**config.mk**
```make
export PLATFORM = sky130hd
export DESIGN_NAME = ext_irq_trigger
export DESIGN_NICKNAME = d
export VERILOG_FILES = /design/src/rtl/ext_irq_pkg.sv /design/src/rtl/ext_irq_rst_sync.sv /design/src/rtl/ext_irq_cfg_regs.sv /design/src/rtl/ext_irq_pin_detect.sv /design/src/rtl/ext_irq_trigger.sv
export SDC_FILE = /design/constraint.sdc
export NUM_CORES = 1
export LEC_CHECK = 0
export ABC_AREA = 1
export BUFFER_PORTS_ARGS = -buffer_cell sky130_fd_sc_hd__buf_2
export CAP_MARGIN = 20
export CORE_MARGIN = 5
export CORE_UTILIZATION = 59
export DETAILED_ROUTE_END_ITERATION = 12
export GPL_ROUTABILITY_DRIVEN = 1
export PLACE_DENSITY = 0.81
export SETUP_SLACK_MARGIN = 0.2
export SKIP_LAST_GASP = 1
export SLEW_MARGIN = 15
export SYNTH_ARGS = -nofsm -noshare
export SYNTH_HDL_FRONTEND = slang
export SYNTH_SLANG_ARGS = --single-unit
```
**constraint.sdc**
```tcl
create_clock -name clk -period 6.11 [get_ports clk]
set_clock_uncertainty 0.05 [all_clocks]
set_input_delay 0.3055 -clock clk [delete_from_list [all_inputs] [get_ports clk]]
set_output_delay 0.3055 -clock clk [all_outputs]
set_load 0.01 [all_outputs]
```
**src/rtl/ext_irq_pkg.sv**
```systemverilog
package ext_irq_pkg;
  localparam int MODE_W = 3;
  localparam int SLOT_W = 4;

  typedef enum logic [2:0] {
    TRG_LOW  = 3'd0,
    TRG_HIGH = 3'd1,
    TRG_FALL = 3'd2,
    TRG_RISE = 3'd3,
    TRG_BOTH = 3'd4
  } trig_kind_e;

  function automatic trig_kind_e decode_mode(input logic [MODE_W-1:0] m);
    case (m[2:1])
      2'b00:   decode_mode = m[0] ? TRG_HIGH : TRG_LOW;
      2'b01:   decode_mode = TRG_FALL;
      2'b10:   decode_mode = TRG_RISE;
      default: decode_mode = TRG_BOTH;
    endcase
  endfunction
endpackage

```
**src/rtl/ext_irq_rst_sync.sv**
```systemverilog
module ext_irq_rst_sync (
  input  logic clk,
  input  logic rst_n,
  output logic rst_n_sync
);
  logic [1:0] stage_q;
  logic [1:0] stage_d;

  always_comb stage_d = {stage_q[0], 1'b1};

  always_ff @(posedge clk or negedge rst_n) begin
    if (!rst_n) stage_q <= '0;
    else        stage_q <= stage_d;
  end

  assign rst_n_sync = stage_q[1];
endmodule

```
**src/rtl/ext_irq_cfg_regs.sv**
```systemverilog
module ext_irq_cfg_regs
  import ext_irq_pkg::*;
#(
  parameter int NUM_PINS = 24,
  parameter int PINS_PER_WORD = 8,
  parameter int DATA_W = 32,
  parameter int ADDR_W = 2
) (
  input  logic                       clk,
  input  logic                       rst_n,
  input  logic [ADDR_W-1:0]          bus_addr,
  input  logic                       bus_we,
  input  logic [DATA_W/8-1:0]        bus_wstrb,
  input  logic [DATA_W-1:0]          bus_wdata,
  output logic [DATA_W-1:0]          bus_rdata,
  output logic [MODE_W*NUM_PINS-1:0] mode_flat,
  output logic [NUM_PINS-1:0]        field_wr
);
  localparam int NUM_WORDS = (NUM_PINS + PINS_PER_WORD - 1) / PINS_PER_WORD;

  logic [MODE_W-1:0] mode_q [NUM_PINS];
  logic [MODE_W-1:0] mode_d [NUM_PINS];
  logic [NUM_PINS-1:0] hit;

  always_comb begin
    for (int p = 0; p < NUM_PINS; p++) begin
      hit[p] = bus_we && (int'(bus_addr) == p / PINS_PER_WORD)
               && bus_wstrb[(SLOT_W * (p % PINS_PER_WORD)) / 8];
      mode_d[p] = hit[p] ? bus_wdata[SLOT_W * (p % PINS_PER_WORD) +: MODE_W]
                         : mode_q[p];
    end
  end

  always_ff @(posedge clk or negedge rst_n) begin
    if (!rst_n) begin
      for (int p = 0; p < NUM_PINS; p++) mode_q[p] <= '0;
    end else begin
      for (int p = 0; p < NUM_PINS; p++) mode_q[p] <= mode_d[p];
    end
  end

  always_comb begin
    bus_rdata = '0;
    for (int p = 0; p < NUM_PINS; p++) begin
      if (int'(bus_addr) == p / PINS_PER_WORD)
        bus_rdata[SLOT_W * (p % PINS_PER_WORD) +: MODE_W] = mode_q[p];
    end
  end

  always_comb begin
    for (int p = 0; p < NUM_PINS; p++) mode_flat[MODE_W*p +: MODE_W] = mode_q[p];
  end

  assign field_wr = hit;

  // an out-of-range write must leave every stored field alone
  p_oob_ignored_r3: assert property (@(posedge clk) disable iff (!rst_n)
    (bus_we && int'(bus_addr) >= NUM_WORDS) |=> $stable(mode_flat));

  // a write to word 0 must leave all lines outside word 0 alone
  p_word_isolation_r3: assert property (@(posedge clk) disable iff (!rst_n)
    (bus_we && bus_addr == '0) |=>
      $stable(mode_flat[MODE_W*NUM_PINS-1:MODE_W*PINS_PER_WORD]));
endmodule

```
**src/rtl/ext_irq_pin_detect.sv**
```systemverilog
module ext_irq_pin_detect
  import ext_irq_pkg::*;
(
  input  logic              clk,
  input  logic              rst_n,
  input  logic              pin_i,
  input  logic [MODE_W-1:0] mode_i,
  input  logic              reload_i,
  output logic              req_o
);
  logic meta_q, sync_q, prev_q;
  logic meta_d, sync_d, prev_d;
  trig_kind_e kind;

  always_comb begin
    meta_d = pin_i;
    sync_d = meta_q;
    prev_d = reload_i ? meta_q : sync_q;
  end

  always_ff @(posedge clk or negedge rst_n) begin
    if (!rst_n) begin
      meta_q <= 1'b0;
      sync_q <= 1'b0;
      prev_q <= 1'b0;
    end else begin
      meta_q <= meta_d;
      sync_q <= sync_d;
      prev_q <= prev_d;
    end
  end

  always_comb begin
    kind = decode_mode(mode_i);
    case (kind)
      TRG_LOW:  req_o = ~sync_q;
      TRG_HIGH: req_o = sync_q;
      TRG_FALL: req_o = prev_q & ~sync_q;
      TRG_RISE: req_o = sync_q & ~prev_q;
      default:  req_o = sync_q ^ prev_q;
    endcase
  end

  p_level_follow_r6: assert property (@(posedge clk) disable iff (!rst_n)
    (kind == TRG_HIGH && $past(kind == TRG_HIGH)) |-> (req_o == $past(meta_q)));

  p_fall_single_r7: assert property (@(posedge clk) disable iff (!rst_n)
    (kind == TRG_FALL && req_o) |=> !(kind == TRG_FALL && req_o));

  p_rise_single_r8: assert property (@(posedge clk) disable iff (!rst_n)
    (kind == TRG_RISE && req_o) |=> !(kind == TRG_RISE && req_o));

  p_reload_quiet_r10: assert property (@(posedge clk) disable iff (!rst_n)
    reload_i |=> !(req_o && kind != TRG_LOW && kind != TRG_HIGH));
endmodule

```
**src/rtl/ext_irq_trigger.sv**
```systemverilog
module ext_irq_trigger
  import ext_irq_pkg::*;
#(
  parameter int NUM_PINS = 24,
  parameter int PINS_PER_WORD = 8,
  parameter int DATA_W = 32,
  parameter int ADDR_W = 2
) (
  input  logic                clk,
  input  logic                rst_n,
  input  logic [NUM_PINS-1:0] ext_pin,
  input  logic [ADDR_W-1:0]   bus_addr,
  input  logic                bus_we,
  input  logic [DATA_W/8-1:0] bus_wstrb,
  input  logic [DATA_W-1:0]   bus_wdata,
  output logic [DATA_W-1:0]   bus_rdata,
  output logic [NUM_PINS-1:0] irq_req
);
  logic rst_n_int;
  logic [MODE_W*NUM_PINS-1:0] mode_flat;
  logic [NUM_PINS-1:0] field_wr;

  ext_irq_rst_sync u_rst (
    .clk        (clk),
    .rst_n      (rst_n),
    .rst_n_sync (rst_n_int)
  );

  ext_irq_cfg_regs #(
    .NUM_PINS      (NUM_PINS),
    .PINS_PER_WORD (PINS_PER_WORD),
    .DATA_W        (DATA_W),
    .ADDR_W        (ADDR_W)
  ) u_cfg (
    .clk       (clk),
    .rst_n     (rst_n_int),
    .bus_addr  (bus_addr),
    .bus_we    (bus_we),
    .bus_wstrb (bus_wstrb),
    .bus_wdata (bus_wdata),
    .bus_rdata (bus_rdata),
    .mode_flat (mode_flat),
    .field_wr  (field_wr)
  );

  for (genvar p = 0; p < NUM_PINS; p++) begin : g_pin
    ext_irq_pin_detect u_det (
      .clk      (clk),
      .rst_n    (rst_n_int),
      .pin_i    (ext_pin[p]),
      .mode_i   (mode_flat[MODE_W*p +: MODE_W]),
      .reload_i (field_wr[p]),
      .req_o    (irq_req[p])
    );
  end
endmodule

```
---- Yosys cells after proc, flatten, opt, wreduce, memory -nomap -nowiden ----
Cells that the tools add are included.
storage, ports and cells
  register bits ........................... 146
  bits of input ports ..................... 65
  output and inout port bits .............. 56
  logic and storage cells ................. 523
operators by class
  equality and inequality tests ........... 122
  muxes and demuxes ....................... 120
  bitwise logic cells ..................... 120
  reductions and logical operators ........ 64
operators with widths
  kind                number
  $pmux 3 s3          24
  $eq 3x2->1 const B  48
  $pmux 1 s4          24
  $eq 3x1->1 const B  24
  $logic_not 3->1     24
  $mux 3              24
  $eq 2x2->1 const B  26
  $logic_not 2->1     25
  $and 1x1->1         48
  $eq 2x1->1 const B  24
  $mux 1              48
  $not 1->1           48
  $xor 1x1->1         24
  $logic_and 1x1->1   15

---- Depth between registers and ports, before layout ----
Gate-level depths: netlist of run 1.
  word-level depth ........................ 4
  gate-level depth with buffers ........... 9
  depth with buffers taken out ............ 8

---- Hierarchy ----
A second synthesis of run 1 with hierarchy kept.
unflattened totals
  cell total of the unflattened synthesis .. 1143
  area, all modules ....................... 9769.4 um^2
modules (own cells, without submodules)
  module              instances  cells each  area each (um^2)  sequential area each (um^2)
  ext_irq_pin_detect  24         28          249.0             75.1
  ext_irq_cfg_regs    1          468         3739.8            1801.7
  ext_irq_rst_sync    1          3           53.8              50.0

---- Worst setup path before layout of run 1 ----
Ideal clock, no wire load.
  path type ............................... register to output
  start ................................... register u_cfg.mode_q (netlist bit u_cfg.mode_flat[7])
  end ..................................... output port irq_req[2]
  arrival ................................. 1205 ps
  data required time ...................... 5754 ps
  slack ................................... 4550 ps
  stages on the path, launching flop included .. 7
  buffers on the path ..................... 1
  path through ............................ dfrtp_1 inv_1 ha_1 nor2_1 nand3_1 a21boi_0 buf_4
between the ends
  word-level cells in the longest chain between the ends .. 4
  elaborated cells on any way between the ends .. 9
  classes of those cells .................. 5 x eq/ne; 2 x mux; 2 x reduce/logical
RTL lines
  what                                      RTL line                  source
  from (decl)                               ext_irq_cfg_regs.sv:21    logic [MODE_W-1:0] mode_q [NUM_PINS];
  $eq 2x2->1, or another cell as far along  ext_irq_pkg.sv:14         case (m[2:1])
  $pmux 3 s3 (*)                            ext_irq_pkg.sv:14
  $eq 3x2->1, or another cell as far along  ext_irq_pin_detect.sv:35  case (kind)
  $pmux 1 s4 (*)                            ext_irq_pin_detect.sv:35
  to (decl)                                 ext_irq_trigger.sv:17     output logic [NUM_PINS-1:0] irq_req
Mark *: on every way between the ends. The rest lies on a longest branch, timed or not.

---- Worst setup path in the final report of run 1 ----
  start ................................... input port bus_addr[0]
  end ..................................... output port bus_rdata[25]
between the ends
  word-level cells in the longest chain between the ends .. 4
  elaborated cells on any way between the ends .. 6
  classes of those cells .................. 2 x eq/ne; 3 x mux; 1 x reduce/logical
RTL lines
  what                 RTL line                source
  from (decl)          ext_irq_trigger.sv:12   input logic [ADDR_W-1:0] bus_addr,
  $logic_not 2->1      ext_irq_cfg_regs.sv:45  if (int'(bus_addr) == p / PINS_PER_WORD)
  $mux 3 (2 in a row)  ext_irq_cfg_regs.sv:45
  $mux 3 (*)           ext_irq_cfg_regs.sv:45
  to (decl)            ext_irq_trigger.sv:16   output logic [DATA_W-1:0] bus_rdata,
Marked as above.

==> results.yml, run 1 <==
status:
  status: "completed"
drt:
  vias_per_cell: 5.13
  wl_um: 19700
  wl_per_cell_um: 13.6
  postRouteAntennaNets: 0
  dr.pass1.iters: 4
  num_vias: 7434
  drc: 0
  drt_iter0_markers: 409
sta:
  relSlewSlack_pct: 34.7
  setup_viol: 0
  rsz0062_at_grt: "no"
  max_freq_ghz: 0.437
  tightest_slew_ps: 978
  finalSetupTns_ps: 0
  fin_crit_sh_pct: 37.5
  finalHoldViolations: 0
  period_needed_ps: 2290
  slew_violations: 0
critical_path:
  crit_chain: "buf_2 -> inv_2 -> or2_4 -> inv_1 -> nand2_1 -> o221ai_1 -> buf_2"
  critical_path_arrival_ps: 1930
  cpMostUsedCell: "buf_2"
  path_class: "input port to output pin"
  cpMaxStageDelayCell: "inv_1"
  cp-end-kind: "output pin"
  cp.required_ps: 5750
  max_stage_delay_ps: 720
  start_kind: "input port"
  worst-path-max-fanout: 24
cells_and_area:
  final_util_pct: 68.0
  layout_commonest_cell: "nand2_1"
  drive_above_1_share_pct: 15.7
  finish.net_count: 1423
  final_cell_mix: "nand2_1, inv_1, dfrtp_1, ha_1, buf_2"
  n_antenna_cell: 0
  synthToLayoutAreaGrowth_pct: 13.8
yosys:
  yosysSeqAreaShare_pct: 38.8
  synth_top_family_by_area: "simple AND/OR/NAND/NOR gates"
  avgSynthCellArea_um2: 8.49
  synthSimpleGateAreaFrac_pct: 21.5
  synthCells: 1111
  synth.mux.area_fraction_pct: 0
  yosysWarnings: 0
  ys_ff_latch: 146
  syn-cell-area_um2: 9430
  synth_xor_area_share_pct: 0
  synth.distinct_cells: 27
  synth_compound_area_share_pct: 10.8
  synthAdderAreaFrac_pct: 18.3
clocking:
  clk_pin_slew_ps: 60
  post_cts_resized: 0
  h-tree-depth: 4
  clock_sinks: 146
  post_cts_buffers: 0
  clockBufferDepth: 2
  clockRootBuffer: "clkbuf_16"
  cts_tree: "built"
  numCtsBuffers: 17
  clk_latency_ps: 420
global_routing:
  antenna_found_initial: 3
  grt_pass1_wl_um: 33100
  grt_max_degree: 84
  grt_use_total_pct: 22.2
  grt_overflow_total: 0
  grt_pass1_vias: 7159
floorplanning:
  start_util_pct: 59.8
  fp.dieH_um: 136
  boundaryPins: 121
  die_area_um2: 18600
  die_x_um: 136
  rows: 46
  coreArea_um2: 15800
power:
  power.density_nw_per_um2: 292
  power.leakage_nw: 5.78
  vdd_ir_drop_max_mv: 0.199
placement:
  routabilityCongestion: 0.850
  dp_hpwl_um: 13900
  numPortBuffers: 104
flow_run:
  cap_violations: 0
hold_path:
  hold_class: "input port to flip-flop"
==> synthesized netlist by cell type (all sizes together) <==
| master | n | share of area [%] |
|---|---|---|
| nand4 | 40 | 2.7 |
| nand3 | 56 | 3.0 |
| inv | 165 | 6.6 |
| o21ai | 72 | 4.8 |
| nor2 | 72 | 3.4 |
| a21oi | 38 | 2.3 |
| or2 | 11 | 0.76 |
| clkbuf | 2 | 0.080 |
| o221ai | 16 | 1.5 |
| buf | 46 | 3.8 |
| conb | 2 | 0.080 |
| dfrtp | 146 | 39 |
| ha | 138 | 18 |
| a21boi | 28 | 2.2 |
| nand2 | 279 | 12 |
==> per-layer routing <==
| layer | wire length, um | vias up | GRT usage (%) |
|---|---|---|---|
| li1 | - | 3749 | - |
| met1 | 8710 | 3496 | 28.7 |
| met2 | 9620 | 146 | 37.2 |
| met3 | 922 | 37 | 4.74 |
| met4 | 370 | 6 | 6.94 |
| met5 | 34 | - | 0 |
==> sequential cells by signal, summed over array words and instances, names as in the netlist <==
register and count:
g_pin.u_det.meta_q 24, g_pin.u_det.prev_q 24, g_pin.u_det.sync_q 24, u_cfg.mode_flat 72, u_rst.stage_q 2
==> logic make-up (layout without fill, tap and decap cells) <==
group,count (synthesis),count (layout)
and+or+nand+nor,458,458
buffers and inverters,213,327
AOI/OAI and AO/OA,154,154
other,2,9
adders and majority gates,138,138
DFF,146,146
==> power breakdown <==
part           total (W)  internal, W  switching, W
Sequential       0.00123      0.00108      0.000148
Clock            0.00101     0.000619      0.000395
Combinational   0.000887     0.000364      0.000523
Total            0.00313      0.00207       0.00107
==> metrics by stage <==
| stage | setup slack, ps | area [um^2] | total power, W | std cells | hold slack, ps |
|---|---|---|---|---|---|
| after floorplan | 1690 | 9450 | 0.00193 | 1118 | -40.1 |
| after global placement | 3910 | 9890 | 0.00207 | 1391 | 40.9 |
| after detailed placement | 3870 | 9890 | 0.00211 | 1391 | 41.9 |
| after CTS | 3820 | 10700 | 0.00315 | 1447 | 112 |
| after global routing | 3680 | 10700 | 0.00336 | 1448 | 141 |
| final | 3820 | 10700 | 0.00313 | 1448 | 126 |
==> worst max-delay path: cells and delay by family <==
family / cells / cell delay [ps]
buffers and inverters: 4 / 1060
AOI/OAI and AO/OA: 1 / 150
and+or+nand+nor: 2 / 400
==> timing repair <==
| action | CTS | global route |
|---|---|---|
| hold endpoints to repair | 26 | 0 |
| setup endpoints to repair | 0 | 0 |
| hold buffers | 25 | 0 |
==> layout make-up <==
class,count,area (um^2)
inverter,165,622
timing repair buffer,131,798
multi-input combinational,759,4810
clock buffer,22,464
tap,216,270
fill,1251,5040
clock inverter,9,108
sequential,146,3660
==> final timing paths <==
kind	from	endpoint	slack, ps	cells past startpoint
max in group asynchronous	u_rst.stage_q[1]$_DFF_PN0_	u_cfg.mode_flat[68]$_DFFE_PN0P_	4530	1
min in group asynchronous	rst_n	u_rst.stage_q[1]$_DFF_PN0_	140	2
max reg2reg	u_rst.stage_q[1]$_DFF_PN0_	u_cfg.mode_flat[68]$_DFFE_PN0P_	4530	1
min	bus_wdata[14]	u_cfg.mode_flat[35]$_DFFE_PN0P_	130	3
max	bus_addr[0]	bus_rdata[25]	3820	7
min reg2reg	u_rst.stage_q[1]$_DFF_PN0_	g_pin[5].u_det.meta_q$_DFF_PN0_	280	0
(Power assumes the default switching activity.)
==> run 2, diff against run 1 <==
--- a/config.mk
+++ b/config.mk
@@ -5,7 +5,7 @@
 export SDC_FILE = /design/constraint.sdc
 export NUM_CORES = 1
 export LEC_CHECK = 0
-export ABC_AREA = 1
+export ABC_AREA = 0
 export BUFFER_PORTS_ARGS = -buffer_cell sky130_fd_sc_hd__buf_2
 export CAP_MARGIN = 20
 export CORE_MARGIN = 5
==> constraint.sdc (replaced) <==
create_clock -name clk -period 2.3 [get_ports clk]
set_clock_uncertainty 0.05 [all_clocks]
set_input_delay 0.115 -clock clk [delete_from_list [all_inputs] [get_ports clk]]
set_output_delay 0.115 -clock clk [all_outputs]
set_load 0.01 [all_outputs]
==> run 2 against run 1 <==
Net effect: via count decreased by 0.30%; largest cell class unchanged; register-to-register slack worse by 3400 ps; sequential cell count is the same; non-clock buffer count up 168; synthesized cell count decreased by 27%; worst hold slack better by 55 ps; sequential share of layout area is 5.6 points lower; sequential power rose to 2.7 times the previous value; die area down 1.4%.
==> results.yml, run 2 <==
power:
  netSwitchingFraction_pct: 33.3
  p_int_w: 0.00721
  combPwrFrac_pct: 42.1
  seqPwrFrac_pct: 31.1
  power.switching_w: 0.00360
  pwr-share-clk_pct: 26.8
  power.leakage_nw: 6.20
  vdd_ir_drop_max_mv: 0.719
  power.density_nw_per_um2: 832
drt:
  vias_per_cell: 5.62
  dr.pass1.iters: 5
  num_vias: 7412
  wl_um: 25700
  drt_iter0_markers: 280
  postRouteAntennaNets: 0
  drc: 0
  wl_per_cell_um: 19.5
placement:
  dp_slack_ps: 228
  routabilityCongestion: 0.807
  numPortBuffers: 104
  dp.cells: 1102
  dp_hpwl_um: 12600
yosys:
  synth_top_area_cell: "dfrtp_1"
  synth.top_cell.area_share_pct: 39.3
  ys_ff_latch: 146
  synth_commonest_cells: "dfrtp_1, ha_1, inv_1, mux2_2, buf_4"
  synth.distinct_cells: 28
  syn-cell-area_um2: 9290
  avgSynthCellArea_um2: 11.4
  synth_async_sr_flop_share_pct: 100
  ys_top_cells_by_area: "dfrtp_1, ha_1, mux2_2"
  yosysWarnings: 0
  synth_edf_count: 0
  synthCells: 813
  yosysSeqAreaShare_pct: 39.3
  synth.most_common_cell: "dfrtp_1"
  ys.flop_type: "dfrtp_1"
global_routing:
  grt_use_total_pct: 26.6
  grt_pass1_wl_um: 38600
  grt_max_degree: 52
  antenna_found_initial: 1
  grt_overflow_total: 0
  grt_pass1_vias: 7735
clocking:
  clockRootBuffer: "clkbuf_16"
  clk_latency_ps: 430
  h-tree-depth: 4
  clk_pin_slew_ps: 70
  clock_sinks: 146
  clockBufferDepth: 2
  numCtsBuffers: 17
  cts_tree: "built"
sta:
  finalSetupTns_ps: 0
  finalHoldViolations: 0
  period_needed_ps: 2270
  slew_violations: 0
  tightest_slew_ps: 630
  max_freq_ghz: 0.441
  setup_viol: 0
  rsz0062_at_grt: "yes"
  fin_crit_sh_pct: 98.6
  relSlewSlack_pct: 57.9
  setup_ws_ps: 32.5
cells_and_area:
  multi_input_area_um2: 5810
  n_fill_cell: 747
  layout_commonest_cell: "buf_4"
  drive_above_1_share_pct: 49.8
  n_antenna_cell: 0
  instances_no_fill: 1319
  largest_reg_flops: 72
  final_util_pct: 84.8
  final_cell_mix: "buf_4, dfrtp_1, mux2_2, buf_2, ha_1"
  finish.net_count: 1298
  regArea_um2: 3700
  synthToLayoutAreaGrowth_pct: 39.8
critical_path:
  cpMaxStageDelayCell: "or4b_4"
  start_kind: "flip-flop"
  critical_path_arrival_ps: 2100
  cp.required_ps: 2130
  r2r_start: "u_cfg.mode_flat[22]$_DFFE_PN0P_"
  crit_chain: "buf_4 -> ha_4 -> a211oi_4 -> or4b_4 -> nand3_2 -> buf_6"
  r2r_cells: 4
  worst-path-max-fanout: 4
  regToRegEndpoint: "u_cfg.mode_flat[22]$_DFFE_PN0P_"
  path_class: "flip-flop to output pin"
  max_stage_delay_ps: 490
  path_buf_inv: 2
  crit_family: "simple AND/OR/NAND/NOR gates"
  timing.reg2reg.setup_slack_ps: 1090
  cp-end-kind: "output pin"
floorplanning:
  boundaryPins: 121
  coreArea_um2: 15300
  rows: 45
  start_util_pct: 60.6
  die_x_um: 135
  die_area_um2: 18300
  fp.dieH_um: 135
hold_path:
  hold_start: "bus_wstrb[1]"
  hold_class: "input port to flip-flop"
  whs_path_depth: 4
  whs_endpoint: "u_cfg.mode_flat[10]$_DFFE_PN0P_"
flow_run:
  cap_violations: 0
status:
  status: "completed"
run 2: changes by cell type in the layout (fill, tap and decap cells not counted), moves of 46 or more:
cell     previous run  this run
mux2_2              0        96
nor2_1             68         0
buf_4               1       130
nand3_1            56         7
inv_1             163        56
nand2_1           270        36
ha_4                0        46
ha_1              138        78
run 2: metrics by stage:
step                power (W)  hold WS (ps)  cell area [um^2]
floorplan             0.00539          -231              9320
global placement      0.00582          -150              9890
detailed placement    0.00592          -148              9890
CTS                   0.00998           160             12400
global route           0.0114           165             13000
finish                 0.0108           181             13000
run 2: timing repair:
| action | in CTS | in global routing |
|---|---|---|
| pin swaps | 44 | 20 |
| endpoints found under the hold margin | 98 | 0 |
| setup endpoints to repair | 24 | 24 |
| setup buffers | 113 | 22 |
| hold buffers | 50 | 0 |
| resized for setup | 135 | 69 |
run 2: worst max-delay path by stage:
stage | start | endpoint | slack, ps | depth (start not counted)
finish | u_cfg.mode_flat[22]$_DFFE_PN0P_ | irq_req[7] | 30 | 6
global route | u_cfg.mode_flat[22]$_DFFE_PN0P_ | irq_req[7] | -40 | 6
CTS | u_cfg.mode_flat[28]$_DFFE_PN0P_ | irq_req[9] | 50 | 6
detailed placement | u_cfg.mode_flat[28]$_DFFE_PN0P_ | irq_req[9] | 230 | 6
global placement | u_cfg.mode_flat[58]$_DFFE_PN0P_ | irq_req[19] | 320 | 6
floorplan | u_cfg.mode_flat[10]$_DFFE_PN0P_ | irq_req[3] | 500 | 6
run 2: power groups by stage:
stage / clock network, W / registers (W) / logic [W]
3_3_place_gp: 0 / 0.00340 / 0.00242
6_report: 0.00289 / 0.00336 / 0.00455
4_1_cts: 0.00292 / 0.00331 / 0.00375
3_5_place_dp: 0 / 0.00343 / 0.00250
5_1_grt: 0.00304 / 0.00341 / 0.00491
2_1_floorplan: 0 / 0.00332 / 0.00208
run 2: kinds of logic after synthesis:
group	synth area share, %
simple gates	11.4
fa+ha+maj	18.6
buf+inv	7.21
flops	39.3
other cells	0.0809
mux	14.2
compound gates	9.11
run 2: worst register-to-register path, stage by stage (launching register included):
cell and delay, ps:
dfrtp_2 440, buf_6 130, buf_6 110, buf_4 120, mux2_2 250
run 2: layout make-up:
type	instances	area share, %
inverters	96	2.81
repair buffers	299	17.2
well taps	211	2.03
flip-flops and latches	146	28.5
multi-input cells	535	44.8
clock inverters	11	1.18
clock buffers	21	3.55
run 2: routing by layer:
metal	wire (um)	share of wire [%]	global-route usage (%)
met1	9920	39	30.4
met2	13800	54	49.1
met3	1130	4.4	5.01
met4	824	3.2	9.74
met5	11	0.043	0
==> run 3, diff against run 2 <==
--- a/config.mk
+++ b/config.mk
@@ -9,10 +9,11 @@
 export BUFFER_PORTS_ARGS = -buffer_cell sky130_fd_sc_hd__buf_2
 export CAP_MARGIN = 20
 export CORE_MARGIN = 5
-export CORE_UTILIZATION = 59
+export CORE_UTILIZATION = 60
+export CTS_CLUSTER_SIZE = 14
 export DETAILED_ROUTE_END_ITERATION = 12
 export GPL_ROUTABILITY_DRIVEN = 1
-export PLACE_DENSITY = 0.81
+export PLACE_DENSITY = 0.82
 export SETUP_SLACK_MARGIN = 0.2
 export SKIP_LAST_GASP = 1
 export SLEW_MARGIN = 15
==> constraint.sdc (replaced) <==
create_clock -name clk -period 2.9 [get_ports clk]
set_clock_uncertainty 0.05 [all_clocks]
set_input_delay 0.145 -clock clk [delete_from_list [all_inputs] [get_ports clk]]
set_output_delay 0.145 -clock clk [all_outputs]
set_load 0.01 [all_outputs]
==> run 3 against run 2 <==
Net effect: critical path type unchanged; critical path depth stayed put; cell area is 15% lower; highest routed layer is now met4; count of clock-buffer cells in the layout fell by 1; global-route usage down 4.8 points; register-to-register slack better by 700 ps; non-clock buffer count shrank 138; worst hold slack gained 14 ps; largest power group is now registers; clock power is 19% lower; power decreased by 35%.
==> results.yml, run 3 (synthesis results as in run 2) <==
flow_run:
  cap_violations: 0
drt:
  dr.pass1.iters: 4
  dr_wl_met3_um: 661
  num_vias: 6376
  drt_iter0_markers: 258
  postRouteAntennaNets: 0
  wl_um: 18500
  routedLengthMet1_um: 8010
  vias_per_cell: 5.50
  top_layer_used: "met4"
  drc: 0
  wl_met2_um: 9500
  wl_per_cell_um: 15.9
cells_and_area:
  largest_reg_flops: 72
  synthToLayoutAreaGrowth_pct: 18.2
  layout_commonest_cell: "dfrtp_1"
  finish.net_count: 1160
  instances_no_fill: 1159
  drive_above_1_share_pct: 26.2
  n_fill_cell: 1060
  final_util_pct: 72.2
  final_cell_mix: "dfrtp_1, ha_1, buf_2, inv_1, mux2_2"
clocking:
  post_cts_buffers: 0
  clockBufferDepth: 2
  h-tree-depth: 4
  clk_latency_ps: 420
  clockRootBuffer: "clkbuf_16"
  cts_tree: "built"
  numCtsBuffers: 17
  clk_pin_slew_ps: 60
  clock_sinks: 146
power:
  vdd_ir_drop_max_mv: 0.479
  power.leakage_nw: 5.53
  power.density_nw_per_um2: 644
status:
  status: "completed"
sta:
  timing.hold.ws_ps: 196
  max_freq_ghz: 0.392
  relSlewSlack_pct: 51.2
  setup_ws_ps: 347
  rsz0062_at_grt: "no"
  tightest_slew_ps: 731
  fin_crit_sh_pct: 88.0
  finalSetupTns_ps: 0
  setup_viol: 0
  period_needed_ps: 2550
  finalHoldViolations: 0
  slew_violations: 0
placement:
  dp_slack_ps: 870
  routabilityCongestion: 0.814
  numPortBuffers: 104
  dp.cells: 1076
  dp_hpwl_um: 12900
global_routing:
  grt_pass1_wl_um: 31600
  antenna_found_initial: 1
  grt_overflow_total: 0
  grt_use_total_pct: 21.7
  grt_pass1_vias: 6679
  grt_max_degree: 53
floorplanning:
  fp.dieH_um: 134
  die_area_um2: 18100
  start_util_pct: 61.1
  die_x_um: 134
  coreArea_um2: 15200
  rows: 45
  boundaryPins: 121
critical_path:
  worst-path-max-fanout: 7
  path_class: "flip-flop to output pin"
  start_kind: "flip-flop"
  cp.required_ps: 2710
  cp-end-kind: "output pin"
  critical_path_arrival_ps: 2360
hold_path:
  hold_class: "input port to flip-flop"
-- run 3: final cells by class --
type	count	area, um^2	share of cell area [%]
clock buffers	20	447	4.07
inverters	96	360	3.28
diodes	1	2.50	0.0228
multi-input cells	535	5000	45.5
flip-flops and latches	146	3660	33.3
well taps	188	235	2.14
clock inverters	12	180	1.64
repair buffers	161	1100	10.0
-- run 3: metrics by stage --
stage,total power (W),instance area (um^2)
finish,0.00707,11000
detailed placement,0.00470,9840
global route,0.00754,11000
global placement,0.00461,9840
floorplan,0.00428,9310
CTS,0.00712,11000
-- run 3: final timing paths --
path,from,to,slack (ps),depth (start not counted)
setup / recovery,u_cfg.mode_flat[25]$_DFFE_PN0P_,irq_req[8],350,6
hold / removal,bus_wstrb[3],g_pin[22].u_det.prev_q$_DFF_PN0_,200,3
setup reg to reg,u_rst.stage_q[1]$_DFF_PN0_,g_pin[22].u_det.sync_q$_DFF_PN0_,1790,1
hold reg to reg,u_rst.stage_q[1]$_DFF_PN0_,g_pin[16].u_det.prev_q$_DFF_PN0_,300,0
max in group asynchronous,u_rst.stage_q[1]$_DFF_PN0_,g_pin[22].u_det.sync_q$_DFF_PN0_,1790,1
min in group asynchronous,u_rst.stage_q[1]$_DFF_PN0_,g_pin[16].u_det.prev_q$_DFF_PN0_,300,0
-- run 3: where the power goes --
part	internal, W	switching (W)	total (W)
Combinational	0.00106	0.000987	0.00205
Clock	0.00147	0.000871	0.00234
Sequential	0.00232	0.000370	0.00269
Total	0.00484	0.00223	0.00707
-- run 3: critical path: stages, from the launching register on --
cell	delay, ps
dfrtp_1	460
inv_1	110
ha_1	310
a211oi_2	260
or4b_1	480
nand3_1	150
buf_2	150
-- run 3: routing by layer --
metal | global-route usage (%) | up-vias
li1 | - | 3081
met1 | 25.7 | 3158
met2 | 39.1 | 111
met3 | 4.80 | 26
met4 | 7.35 | 0
met5 | 0 | -
-- run 3: what timing repair did --
action / 4_1_cts / 5_1_grt
hold buffers: 50 / 0
hold endpoints to repair: 98 / 0
resized for setup: 0 / 1
setup endpoints to repair: 0 / 1
